## src/rtl/pd_pkg.sv

```systemverilog
package pd_pkg;
    // Degrees spanned when the relays disagree for a whole period
    localparam int unsigned HALF_TURN_DEG = 180;
    // Integer bits needed to hold 0..180
    localparam int unsigned DEG_INT_W     = 8;

    typedef enum logic {
        DIV_IDLE = 1'b0,
        DIV_RUN  = 1'b1
    } div_state_e;
endpackage

```

## src/rtl/pd_sign_relay.sv

```systemverilog
// Sign relay: tracks the sign of one qualified sample stream.
// Assumes: samples are signed two's complement; a zero sample keeps the
// previous state so that noise sitting on the crossing does not chatter.
module pd_sign_relay #(
    parameter int SAMP_W = 16
) (
    input  logic                     clk,
    input  logic                     rst_n,
    input  logic                     stb,
    input  logic signed [SAMP_W-1:0] smp,
    output logic                     rel
);
    // Update the relay only on strobed, non-zero samples
    always_ff @(posedge clk) begin
        if (!rst_n) begin
            rel <= 1'b0;
        end else if (stb) begin
            if (smp > 0)
                rel <= 1'b1;
            else if (smp < 0)
                rel <= 1'b0;
        end
    end
endmodule

```

## src/rtl/pd_window.sv

```systemverilog
// Measurement window: counts cycles with the disagreement pulse high over
// one period and hands the count and the window length to the divider.
// Assumes: period input may change at any time; it is taken on the last
// cycle of a window and clamped up to MIN_PER. The first window after
// reset is MIN_PER cycles long.
module pd_window #(
    parameter int PER_W   = 16,
    parameter int MIN_PER = 14
) (
    input  logic             clk,
    input  logic             rst_n,
    input  logic [PER_W-1:0] period_in,
    input  logic             diff,
    output logic             win_done,
    output logic [PER_W-1:0] win_high,
    output logic [PER_W-1:0] win_per
);
    localparam logic [PER_W-1:0] MIN_P = PER_W'(MIN_PER);

    logic [PER_W-1:0] per_next;
    logic [PER_W-1:0] per_cur;
    logic [PER_W-1:0] pos;
    logic [PER_W-1:0] hcnt;
    logic [PER_W-1:0] hsum;
    logic             last;

    // Clamp the requested period and form the running high count
    always_comb begin
        per_next = (period_in < MIN_P) ? MIN_P : period_in;
        last     = (pos == per_cur - 1'b1);
        hsum     = hcnt + {{(PER_W-1){1'b0}}, diff};
    end

    // Advance position, accumulate high time, close the window
    always_ff @(posedge clk) begin
        if (!rst_n) begin
            pos      <= '0;
            per_cur  <= MIN_P;
            hcnt     <= '0;
            win_done <= 1'b0;
            win_high <= '0;
            win_per  <= MIN_P;
        end else begin
            win_done <= 1'b0;
            if (last) begin
                pos      <= '0;
                hcnt     <= '0;
                per_cur  <= per_next;
                win_done <= 1'b1;
                win_high <= hsum;
                win_per  <= per_cur;
            end else begin
                pos  <= pos + 1'b1;
                hcnt <= hsum;
            end
        end
    end
endmodule

```

## src/rtl/pd_deg_divider.sv

```systemverilog
// Degree scaler: computes floor(high * 180 * 2^FRAC_W / per) one quotient
// bit per cycle, most significant first.
// Assumes: high <= per, so the quotient is below 2^PH_W; start never
// arrives while a division runs (guaranteed by the minimum window).
module pd_deg_divider
    import pd_pkg::*;
#(
    parameter int PER_W  = 16,
    parameter int FRAC_W = 4
) (
    input  logic                          clk,
    input  logic                          rst_n,
    input  logic                          start,
    input  logic [PER_W-1:0]              high,
    input  logic [PER_W-1:0]              per,
    output logic [DEG_INT_W+FRAC_W-1:0]   res,
    output logic                          res_vld
);
    localparam int PH_W   = DEG_INT_W + FRAC_W;
    localparam int NUM_W  = PER_W + PH_W;
    localparam int STEP_W = $clog2(PH_W);

    div_state_e        st;
    logic [NUM_W-1:0]  num;
    logic [NUM_W-1:0]  rem;
    logic [NUM_W-1:0]  dsh;
    logic [PH_W-1:0]   q;
    logic [PH_W-1:0]   q_nxt;
    logic [STEP_W-1:0] step;
    logic              take;

    // Scaled numerator, trial subtraction and next quotient
    always_comb begin
        num   = (NUM_W'(high) * NUM_W'(HALF_TURN_DEG)) << FRAC_W;
        take  = (rem >= dsh);
        q_nxt = {q[PH_W-2:0], take};
    end

    // Restoring division sequencer
    always_ff @(posedge clk) begin
        if (!rst_n) begin
            st      <= DIV_IDLE;
            rem     <= '0;
            dsh     <= '0;
            q       <= '0;
            step    <= '0;
            res     <= '0;
            res_vld <= 1'b0;
        end else begin
            res_vld <= 1'b0;
            case (st)
                DIV_IDLE: begin
                    if (start) begin
                        rem  <= num;
                        dsh  <= NUM_W'(per) << (PH_W - 1);
                        q    <= '0;
                        step <= STEP_W'(PH_W - 1);
                        st   <= DIV_RUN;
                    end
                end
                DIV_RUN: begin
                    if (take)
                        rem <= rem - dsh;
                    dsh <= dsh >> 1;
                    q   <= q_nxt;
                    if (step == '0) begin
                        st      <= DIV_IDLE;
                        res     <= q_nxt;
                        res_vld <= 1'b1;
                    end else begin
                        step <= step - 1'b1;
                    end
                end
                default: st <= DIV_IDLE;
            endcase
        end
    end
endmodule

```

## src/rtl/pd_avg_lpf.sv

```systemverilog
// Averaging stage: first-order IIR y += (x - y) >>> SHIFT_K, loaded on ld.
// Assumes: x is unsigned; the output always lies between old y and x.
module pd_avg_lpf #(
    parameter int PH_W    = 12,
    parameter int SHIFT_K = 3
) (
    input  logic            clk,
    input  logic            rst_n,
    input  logic            ld,
    input  logic [PH_W-1:0] x,
    output logic [PH_W-1:0] y
);
    logic signed [PH_W+1:0] diff;
    logic signed [PH_W+1:0] step;
    logic signed [PH_W+1:0] nxt;

    // Signed error, arithmetic shift, next filter state
    always_comb begin
        diff = $signed({2'b00, x}) - $signed({2'b00, y});
        step = diff >>> SHIFT_K;
        nxt  = $signed({2'b00, y}) + step;
    end

    // Hold the filter state between loads
    always_ff @(posedge clk) begin
        if (!rst_n)
            y <= '0;
        else if (ld)
            y <= nxt[PH_W-1:0];
    end
endmodule

```

## src/rtl/pd_phase_detect.sv

```systemverilog
// Top: two sign relays, disagreement window counter, degree scaler and
// averaging filter. Raw and averaged phase update together with a
// one-cycle valid strobe once per window.
// Assumes: both samples share samp_stb; period_cyc is in clk cycles.
module pd_phase_detect
    import pd_pkg::*;
#(
    parameter int  SAMP_W = 16,
    parameter int  PER_W  = 16,
    parameter int  FRAC_W = 4,
    parameter int  LPF_K  = 3,
    localparam int PH_W   = DEG_INT_W + FRAC_W
) (
    input  logic                     clk,
    input  logic                     rst_n,
    input  logic signed [SAMP_W-1:0] samp_x,
    input  logic signed [SAMP_W-1:0] samp_y,
    input  logic                     samp_stb,
    input  logic [PER_W-1:0]         period_cyc,
    output logic [PH_W-1:0]          phase_raw,
    output logic [PH_W-1:0]          phase_avg,
    output logic                     phase_vld
);
    // Window must outlast the divider (PH_W steps plus hand-off)
    localparam int MIN_PER = PH_W + 2;
    localparam int N_CH    = 2;

    logic signed [SAMP_W-1:0] samp_arr [N_CH];
    logic [N_CH-1:0]          rel_state;
    logic                     diff;
    logic                     win_done;
    logic [PER_W-1:0]         win_high;
    logic [PER_W-1:0]         win_per;
    logic [PH_W-1:0]          res;
    logic                     res_vld;

    assign samp_arr[0] = samp_x;
    assign samp_arr[1] = samp_y;

    for (genvar g = 0; g < N_CH; g++) begin : g_relay
        pd_sign_relay #(.SAMP_W(SAMP_W)) u_relay (
            .clk   (clk),
            .rst_n (rst_n),
            .stb   (samp_stb),
            .smp   (samp_arr[g]),
            .rel   (rel_state[g])
        );
    end

    // Disagreement pulse between the two relays
    always_comb diff = ^rel_state;

    pd_window #(.PER_W(PER_W), .MIN_PER(MIN_PER)) u_window (
        .clk       (clk),
        .rst_n     (rst_n),
        .period_in (period_cyc),
        .diff      (diff),
        .win_done  (win_done),
        .win_high  (win_high),
        .win_per   (win_per)
    );

    pd_deg_divider #(.PER_W(PER_W), .FRAC_W(FRAC_W)) u_div (
        .clk     (clk),
        .rst_n   (rst_n),
        .start   (win_done),
        .high    (win_high),
        .per     (win_per),
        .res     (res),
        .res_vld (res_vld)
    );

    pd_avg_lpf #(.PH_W(PH_W), .SHIFT_K(LPF_K)) u_lpf (
        .clk   (clk),
        .rst_n (rst_n),
        .ld    (res_vld),
        .x     (res),
        .y     (phase_avg)
    );

    // Register raw phase and strobe in step with the filter
    always_ff @(posedge clk) begin
        if (!rst_n) begin
            phase_raw <= '0;
            phase_vld <= 1'b0;
        end else begin
            phase_vld <= res_vld;
            if (res_vld)
                phase_raw <= res;
        end
    end
endmodule

```

## config.mk

```make
export PLATFORM = sky130hd
export DESIGN_NAME = pd_phase_detect
export DESIGN_NICKNAME = d
export VERILOG_FILES = /design/src/rtl/pd_pkg.sv /design/src/rtl/pd_sign_relay.sv /design/src/rtl/pd_window.sv /design/src/rtl/pd_deg_divider.sv /design/src/rtl/pd_avg_lpf.sv /design/src/rtl/pd_phase_detect.sv
export SDC_FILE = /design/constraint.sdc
export NUM_CORES = 1
export LEC_CHECK = 0
export BUFFER_PORTS_ARGS = -buffer_cell sky130_fd_sc_hd__buf_2
export CORE_UTILIZATION = 50
export DETAILED_ROUTE_END_ITERATION = 10
export GPL_ROUTABILITY_DRIVEN = 0
export GPL_TIMING_DRIVEN = 0
export PLACE_DENSITY = 0.68
export SETUP_SLACK_MARGIN = 0.05
export SLEW_MARGIN = 20
export SYNTH_ARGS = -nofsm -noshare
export SYNTH_HDL_FRONTEND = slang
export SYNTH_HIERARCHICAL = 1
export SYNTH_SLANG_ARGS = --single-unit
```

## constraint.sdc

```tcl
create_clock -name clk -period 7.94 [get_ports clk]
set_clock_uncertainty 0.1 [all_clocks]
set_input_delay 1.191 -clock clk [delete_from_list [all_inputs] [get_ports clk]]
set_output_delay 1.191 -clock clk [all_outputs]
set_load 0.02 [all_outputs]
```

==> flow_metrics.env, run 1 <==
export IMPL_status="finished clean"
export IMPL_regArea_um2=3840
export IMPL_hold_class="reg2reg"
export IMPL_design_area_um2=14300
export IMPL_clk_latency_ns=0.43
export IMPL_core_um2=25200
export IMPL_fillerInstances=2293
export IMPL_die_width_um=162
export IMPL_start_util_pct=51.1
export IMPL_fin_cells=1967
export IMPL_tns_ns=0
export IMPL_synth_seq_area_share_pct=29.9
export IMPL_synthToLayoutAreaGrowth_pct=10.8
export IMPL_via_count=11181
export IMPL_ys_warn_count=6
export IMPL_maxCapViolCount=0
export IMPL_cts_root_buffer="clkbuf_16"
export IMPL_r2r_cells=12
export IMPL_synthCells=1530
export IMPL_cts_tree="yes"
export IMPL_cts_setup_buffers=0
export IMPL_postCtsResizedCells=0
export IMPL_antennaDiodeCount=0
export IMPL_crit_fanout=4
export IMPL_postSynth_asyncResetShare_pct=0
export IMPL_avgSynthCellArea_um2=8.41
export IMPL_ir_drop_mv=0.105
export IMPL_first_iter_violations=734
export IMPL_rsz0062_at_grt="false"
export IMPL_hold_violations=0
export IMPL_syn_area_um2=12900
export IMPL_synth_fp_nets=1706
export IMPL_cts_sinks=192
export IMPL_ant_nets=0
export IMPL_worstSetupEndpointType="flop"
export IMPL_die_h_um=162
export IMPL_die_area_um2=26400
export IMPL_drive_gt1_share_pct=10.6
export IMPL_std_cell_rows=58
export IMPL_power_per_cell_area_nw_per_um2=135
export IMPL_p_leak_nw=6.29
export IMPL_hold_path_depth=2
export IMPL_wire_per_inst_um=16.4
export IMPL_ys_ff_latch=192
export IMPL_multiInputGateArea_um2=8190
export IMPL_io_pins=76
export IMPL_synth_edf_count=0
export IMPL_worst_slew_pin_slew_ns=0.838
export IMPL_grt_start_max_net_pins=18
export IMPL_setup_viol=0
export IMPL_routed_wl_um=32300
export IMPL_dp_hpwl_um=25300
export IMPL_drv_slew=0
export IMPL_clockBufferDepth=2
export IMPL_grt_usage_pct=24.9
export IMPL_place_inst=1935
export IMPL_overflow=0
export IMPL_drc_errors=0
export IMPL_fmax_ghz=0.229
export IMPL_hold_buffers=0
export IMPL_synth_ff_type="dfxtp_1"
export IMPL_fin_crit_ns=4.37
export IMPL_portBuffers=75
export IMPL_viasPerCell=5.68
export IMPL_grt_first_pass_wirelength_um=52900
export IMPL_worst_setup_path_type="reg2reg"
export IMPL_slew_headroom_pct=43.3
export IMPL_first_global_vias=10668
export IMPL_ys_types=87
export IMPL_fin_crit_sh_pct=55.0
export IMPL_clk_pin_slew_ns=0.07
export IMPL_cts_buffers=17
export IMPL_grt_antenna_before_repair=0
export IMPL_crit_path_start_kind="flop"
export IMPL_critPathArrivalTime_ns=4.57
export IMPL_dr_pass1_iters=5
export IMPL_crit_required_ns=8.14
export IMPL_htree_num_levels=4
export IMPL_nNetsFinal=1800
export IMPL_place_area_um2=13600
-- sequential cells by signal (all words and copies together) (netlist names) --
name,flops
phase_vld,1
phase_raw,12
u_div/rem,28
u_lpf/y,12
u_div/step,4
u_div/res_vld,1
u_div/st,1
u_window/win_per,16
u_window/per_cur,16
g_relay.u_relay/rel,2
u_div/q,11
u_window/hcnt,16
u_div/dsh,27
u_window/pos,16
u_window/win_done,1
u_window/win_high,16
u_div/res,12
-- cell families (layout without fill, tap and decap cells) --
kind of cell / count (synthesis) / count (layout) / synth area share [%]
compound gates: 341 / 341 / 18.0
xor+xnor: 101 / 101 / 6.88
fa+ha+maj: 125 / 125 / 13.4
buf+inv: 191 / 298 / 6.40
flops: 192 / 192 / 29.9
mux: 65 / 65 / 5.08
simple gates: 515 / 515 / 20.4
-- worst max-delay path, cell delays in order, from the launching register on --
cell and delay, ns:
dfxtp_1 0.47, ha_1 0.32, fa_1 0.54, fa_1 0.42
ha_1 0.35, nor2b_1 0.18, o31a_1 0.29, or3_1 0.36
a41o_1 0.30, a211oi_2 0.27, a22oi_1 0.13, xnor2_1 0.37
a211oi_1 0.15
-- cell type report --
| class | count | share of cell area [%] |
|---|---|---|
| clock buffers | 18 | 3.01 |
| plain buffers | 75 | 2.72 |
| inverters | 116 | 3.05 |
| repair buffers | 75 | 2.63 |
| clock inverters | 14 | 1.25 |
| flip-flops and latches | 192 | 27.0 |
| well taps | 330 | 2.90 |
| multi-input cells | 1147 | 57.5 |
-- cells in the final DEF, fill, tap and decap left out, drive strengths merged, types with 24 or more instances in the layout --
master | synthesis | layout
xnor2 | 66 | 66
mux2i | 63 | 63
nor2b | 24 | 24
ha | 104 | 104
xor2 | 35 | 35
o21ai | 63 | 63
buf | 26 | 101
and3 | 48 | 48
nor2 | 109 | 109
a21oi | 112 | 112
a211oi | 40 | 40
clkbuf | 49 | 67
dfxtp | 192 | 192
nor3 | 32 | 32
nand2 | 163 | 163
nand3 | 40 | 40
inv | 116 | 122
-- synth_stat cells, types with 8 or more instances --
| cell type | instances | area share (%) |
|---|---|---|
| or3_1 | 11 | 0.54 |
| a21oi_1 | 109 | 4.2 |
| o211a_1 | 19 | 1.5 |
| a211oi_1 | 31 | 1.8 |
| o21ai_0 | 53 | 2.1 |
| mux2i_1 | 63 | 4.9 |
| nand3_1 | 39 | 1.5 |
| nand4_1 | 20 | 0.97 |
| nor3b_1 | 12 | 0.70 |
| xor2_1 | 35 | 2.4 |
| buf_2 | 9 | 0.35 |
| fa_1 | 21 | 3.3 |
| a211oi_2 | 9 | 0.88 |
| nor3_1 | 31 | 1.2 |
| o21ai_1 | 9 | 0.35 |
| ha_1 | 104 | 10 |
| o211ai_1 | 10 | 0.58 |
| nor4_2 | 8 | 0.78 |
| nor4_1 | 8 | 0.39 |
| nor2_1 | 108 | 3.2 |
| inv_1 | 115 | 3.4 |
| nand2b_1 | 11 | 0.54 |
| nor2b_1 | 24 | 1.2 |
| a21o_1 | 22 | 1.3 |
| dfxtp_1 | 192 | 30 |
| xnor2_1 | 66 | 4.5 |
| nand2_1 | 162 | 4.7 |
| a31oi_1 | 22 | 1.1 |
| and3_1 | 48 | 2.3 |
| o21bai_1 | 9 | 0.53 |
| clkbuf_1 | 47 | 1.4 |
-- power breakdown --
part / internal, mW / switching, mW / leakage [nW]
sequential: 0.966 / 0.00278 / 1.55
combinational: 0.0213 / 0.0357 / 4.45
clock: 0.503 / 0.400 / 0.295
total: 1.49 / 0.438 / 6.29
-- layer usage --
layer	wire length (µm)	vias up	GRT usage (%)
met1	14700	5338	32.2
met4	1090	0	10.8
met3	1320	50	3.90
met5	0	-	0
li1	-	5555	-
met2	15200	238	41.0
-- path summary, 6_finish.rpt --
path / to / slack, ns / startpoint
setup / recovery: u_div/rem[26] / 3.57 / u_window/win_high[1]
setup reg to reg: u_div/rem[26] / 3.57 / u_window/win_high[1]
hold reg to reg: u_window/win_per[11] / 0.36 / u_window/win_per[11]
hold / removal: u_window/win_per[11] / 0.36 / u_window/win_per[11]
-- per-stage QoR --
stage	power [mW]	utilization (%)	hold WS (ns)	worst slack (ns)
6_report	1.93	56.6	0.362	3.57
4_1_cts	1.94	56.6	0.366	3.66
3_3_place_gp	1.05	54.2	0.346	3.72
2_1_floorplan	1.02	-	0.327	4.11
5_1_grt	1.99	56.6	0.375	3.47
3_5_place_dp	1.05	54.2	0.354	3.67
(Power assumes the default switching activity.)
==> run 2: changes to the inputs <==
==> constraint.sdc (replaced) <==
create_clock -name clk -period 4.1 [get_ports clk]
set_clock_uncertainty 0.1 [all_clocks]
set_input_delay 0.615 -clock clk [delete_from_list [all_inputs] [get_ports clk]]
set_output_delay 0.615 -clock clk [all_outputs]
set_load 0.02 [all_outputs]
==> run 2 against run 1 <==
Cell area grew 0.89%. Global-route usage barely moved. Flip-flop and latch count is the same. Non-clock buffer count up 2. Core utilization up 0.50 points. Critical path depth grew 2. Routed wire length grew 0.74%. Setup slack got worse by 3.4 ns. Worst hold slack lost 0.026 ns. Combinational power is 93% higher. Fmax grew 11%. Die area is the same. Largest power group unchanged.
==> flow_metrics.env, run 2 (synthesized netlist as in run 1, its figures left out) <==
export IMPL_final_cell_mix="dfxtp_1, nand2_1, inv_1"
export IMPL_start_util_pct=51.1
export IMPL_drc_errors=0
export IMPL_rsz0062_at_grt="false"
export IMPL_cts_tree="yes"
export IMPL_cts_buffers=17
export IMPL_status="finished clean"
export IMPL_routed_wl_um=32500
export IMPL_dp_hpwl_um=25300
export IMPL_first_iter_violations=720
export IMPL_clk_latency_ns=0.43
export IMPL_htree_num_levels=4
export IMPL_std_cell_rows=58
export IMPL_fin_crit_ns=3.95
export IMPL_io_pins=76
export IMPL_dr_pass1_iters=8
export IMPL_final_common_cell="dfxtp_1"
export IMPL_drive_gt1_share_pct=11.9
export IMPL_reg_top3="u_div/rem (28), u_div/dsh (27)"
export IMPL_clk_pin_slew_ns=0.07
export IMPL_multiInputGateArea_um2=8290
export IMPL_antennaDiodeCount=0
export IMPL_top_register="u_div/rem"
export IMPL_grt_first_pass_wirelength_um=52900
export IMPL_p_leak_nw=6.31
export IMPL_grt_usage_pct=24.9
export IMPL_crit_fanout=4
export IMPL_holdWs_ns=0.337
export IMPL_clockBufferDepth=2
export IMPL_critPathArrivalTime_ns=4.19
export IMPL_regArea_um2=3860
export IMPL_nNetsFinal=1802
export IMPL_cts_sinks=192
export IMPL_fmax_ghz=0.253
export IMPL_setup_viol=0
export IMPL_grt_antenna_before_repair=0
export IMPL_worstSetupEndpointType="flop"
export IMPL_ir_drop_mv=0.204
export IMPL_viasPerCell=5.67
export IMPL_crit_path_start_kind="flop"
export IMPL_ant_nets=0
export IMPL_ff2ff_setup_slack_ns=0.15
export IMPL_first_global_vias=10681
export IMPL_synthToLayoutAreaGrowth_pct=11.8
export IMPL_wire_per_inst_um=16.5
export IMPL_hold_path_depth=3
export IMPL_power_mw=3.73
export IMPL_hold_buffers=0
export IMPL_die_area_um2=26400
export IMPL_portBuffers=75
export IMPL_worst_slew_pin_slew_ns=0.855
export IMPL_cts_root_buffer="clkbuf_16"
export IMPL_fillerInstances=2263
export IMPL_fin_crit_sh_pct=96.3
export IMPL_die_h_um=162
export IMPL_drv_slew=0
export IMPL_hold_violations=0
export IMPL_overflow=0
export IMPL_r2r_cells=14
export IMPL_maxCapViolCount=0
export IMPL_core_um2=25200
export IMPL_crit_required_ns=4.34
export IMPL_worst_setup_path_type="reg2reg"
export IMPL_hold_class="in2reg"
export IMPL_final_util_pct=57.1
export IMPL_die_width_um=162
export IMPL_place_inst=1935
export IMPL_via_count=11158
export IMPL_fin_cells=1969
export IMPL_largest_reg_flops=28
export IMPL_power_per_cell_area_nw_per_um2=260
export IMPL_slew_headroom_pct=42.2
export IMPL_grt_start_max_net_pins=18
==> run 2: cell count changes in the layout (fill, tap and decap cells not counted), sizes merged <==
cell    delta
buf        +3
clkbuf     -1
==> run 2: path summary, 6_finish.rpt <==
kind / from / endpoint
max: u_window/win_high[0] / u_div/rem[27]
min: period_cyc[7] / u_window/per_cur[7]
max reg2reg: u_window/win_high[0] / u_div/rem[27]
min reg2reg: u_window/win_per[7] / u_window/win_per[7]
==> run 2: worst max-delay path, cell delays in order, from the launching register on <==
cell      delay [ns]
dfxtp_2         0.37
ha_1            0.38
ha_1            0.31
inv_1           0.05
fa_1            0.58
inv_1           0.06
ha_1            0.32
a211oi_2        0.27
o21ai_0         0.21
a211o_1         0.34
nand3_1         0.14
a31o_2          0.23
xnor2_4         0.15
a211oi_1        0.10
a211oi_1        0.25
==> run 2: power breakdown <==
group,switching (mW),leakage [nW],internal (mW)
Sequential,0.00547,1.55,1.87
Combinational,0.0691,4.46,0.0412
Clock,0.776,0.295,0.974
==> run 2: per-layer routing <==
metal / part of all wire (%) / global-route usage (%) / vias to the layer above
met3: 4.2 / 3.90 / 55
met2: 47 / 41.1 / 235
li1: - / - / 5564
met1: 45 / 32.2 / 5304
met4: 3.5 / 10.8 / 0
met5: 0 / 0 / -
==> run 2: timing repair <==
item                       CTS  global route
resized for setup            8            13
setup buffers                2             1
setup endpoints to repair    3             8
cloned                       0             0
pin swaps                    5             5
==> run 2: cell type report <==
type	count	area share [%]
Clock inverter	14	1.24
Inverter	116	3.03
Tap cell	330	2.87
Multi-Input combinational cell	1147	57.6
Sequential cell	192	26.8
Buffer	74	2.67
Timing Repair Buffer	78	2.77
Clock buffer	18	2.98
==> run 2: through the flow <==
stage                     setup slack, ns  area [µm²]  TNS, ns
after floorplan                     0.270       12900        0
after global placement             -0.121       13600   -0.121
after detailed placement           -0.166       13600   -0.166
after CTS                          0.0625       14300        0
after global routing              0.00134       14400        0
final                               0.151       14400        0
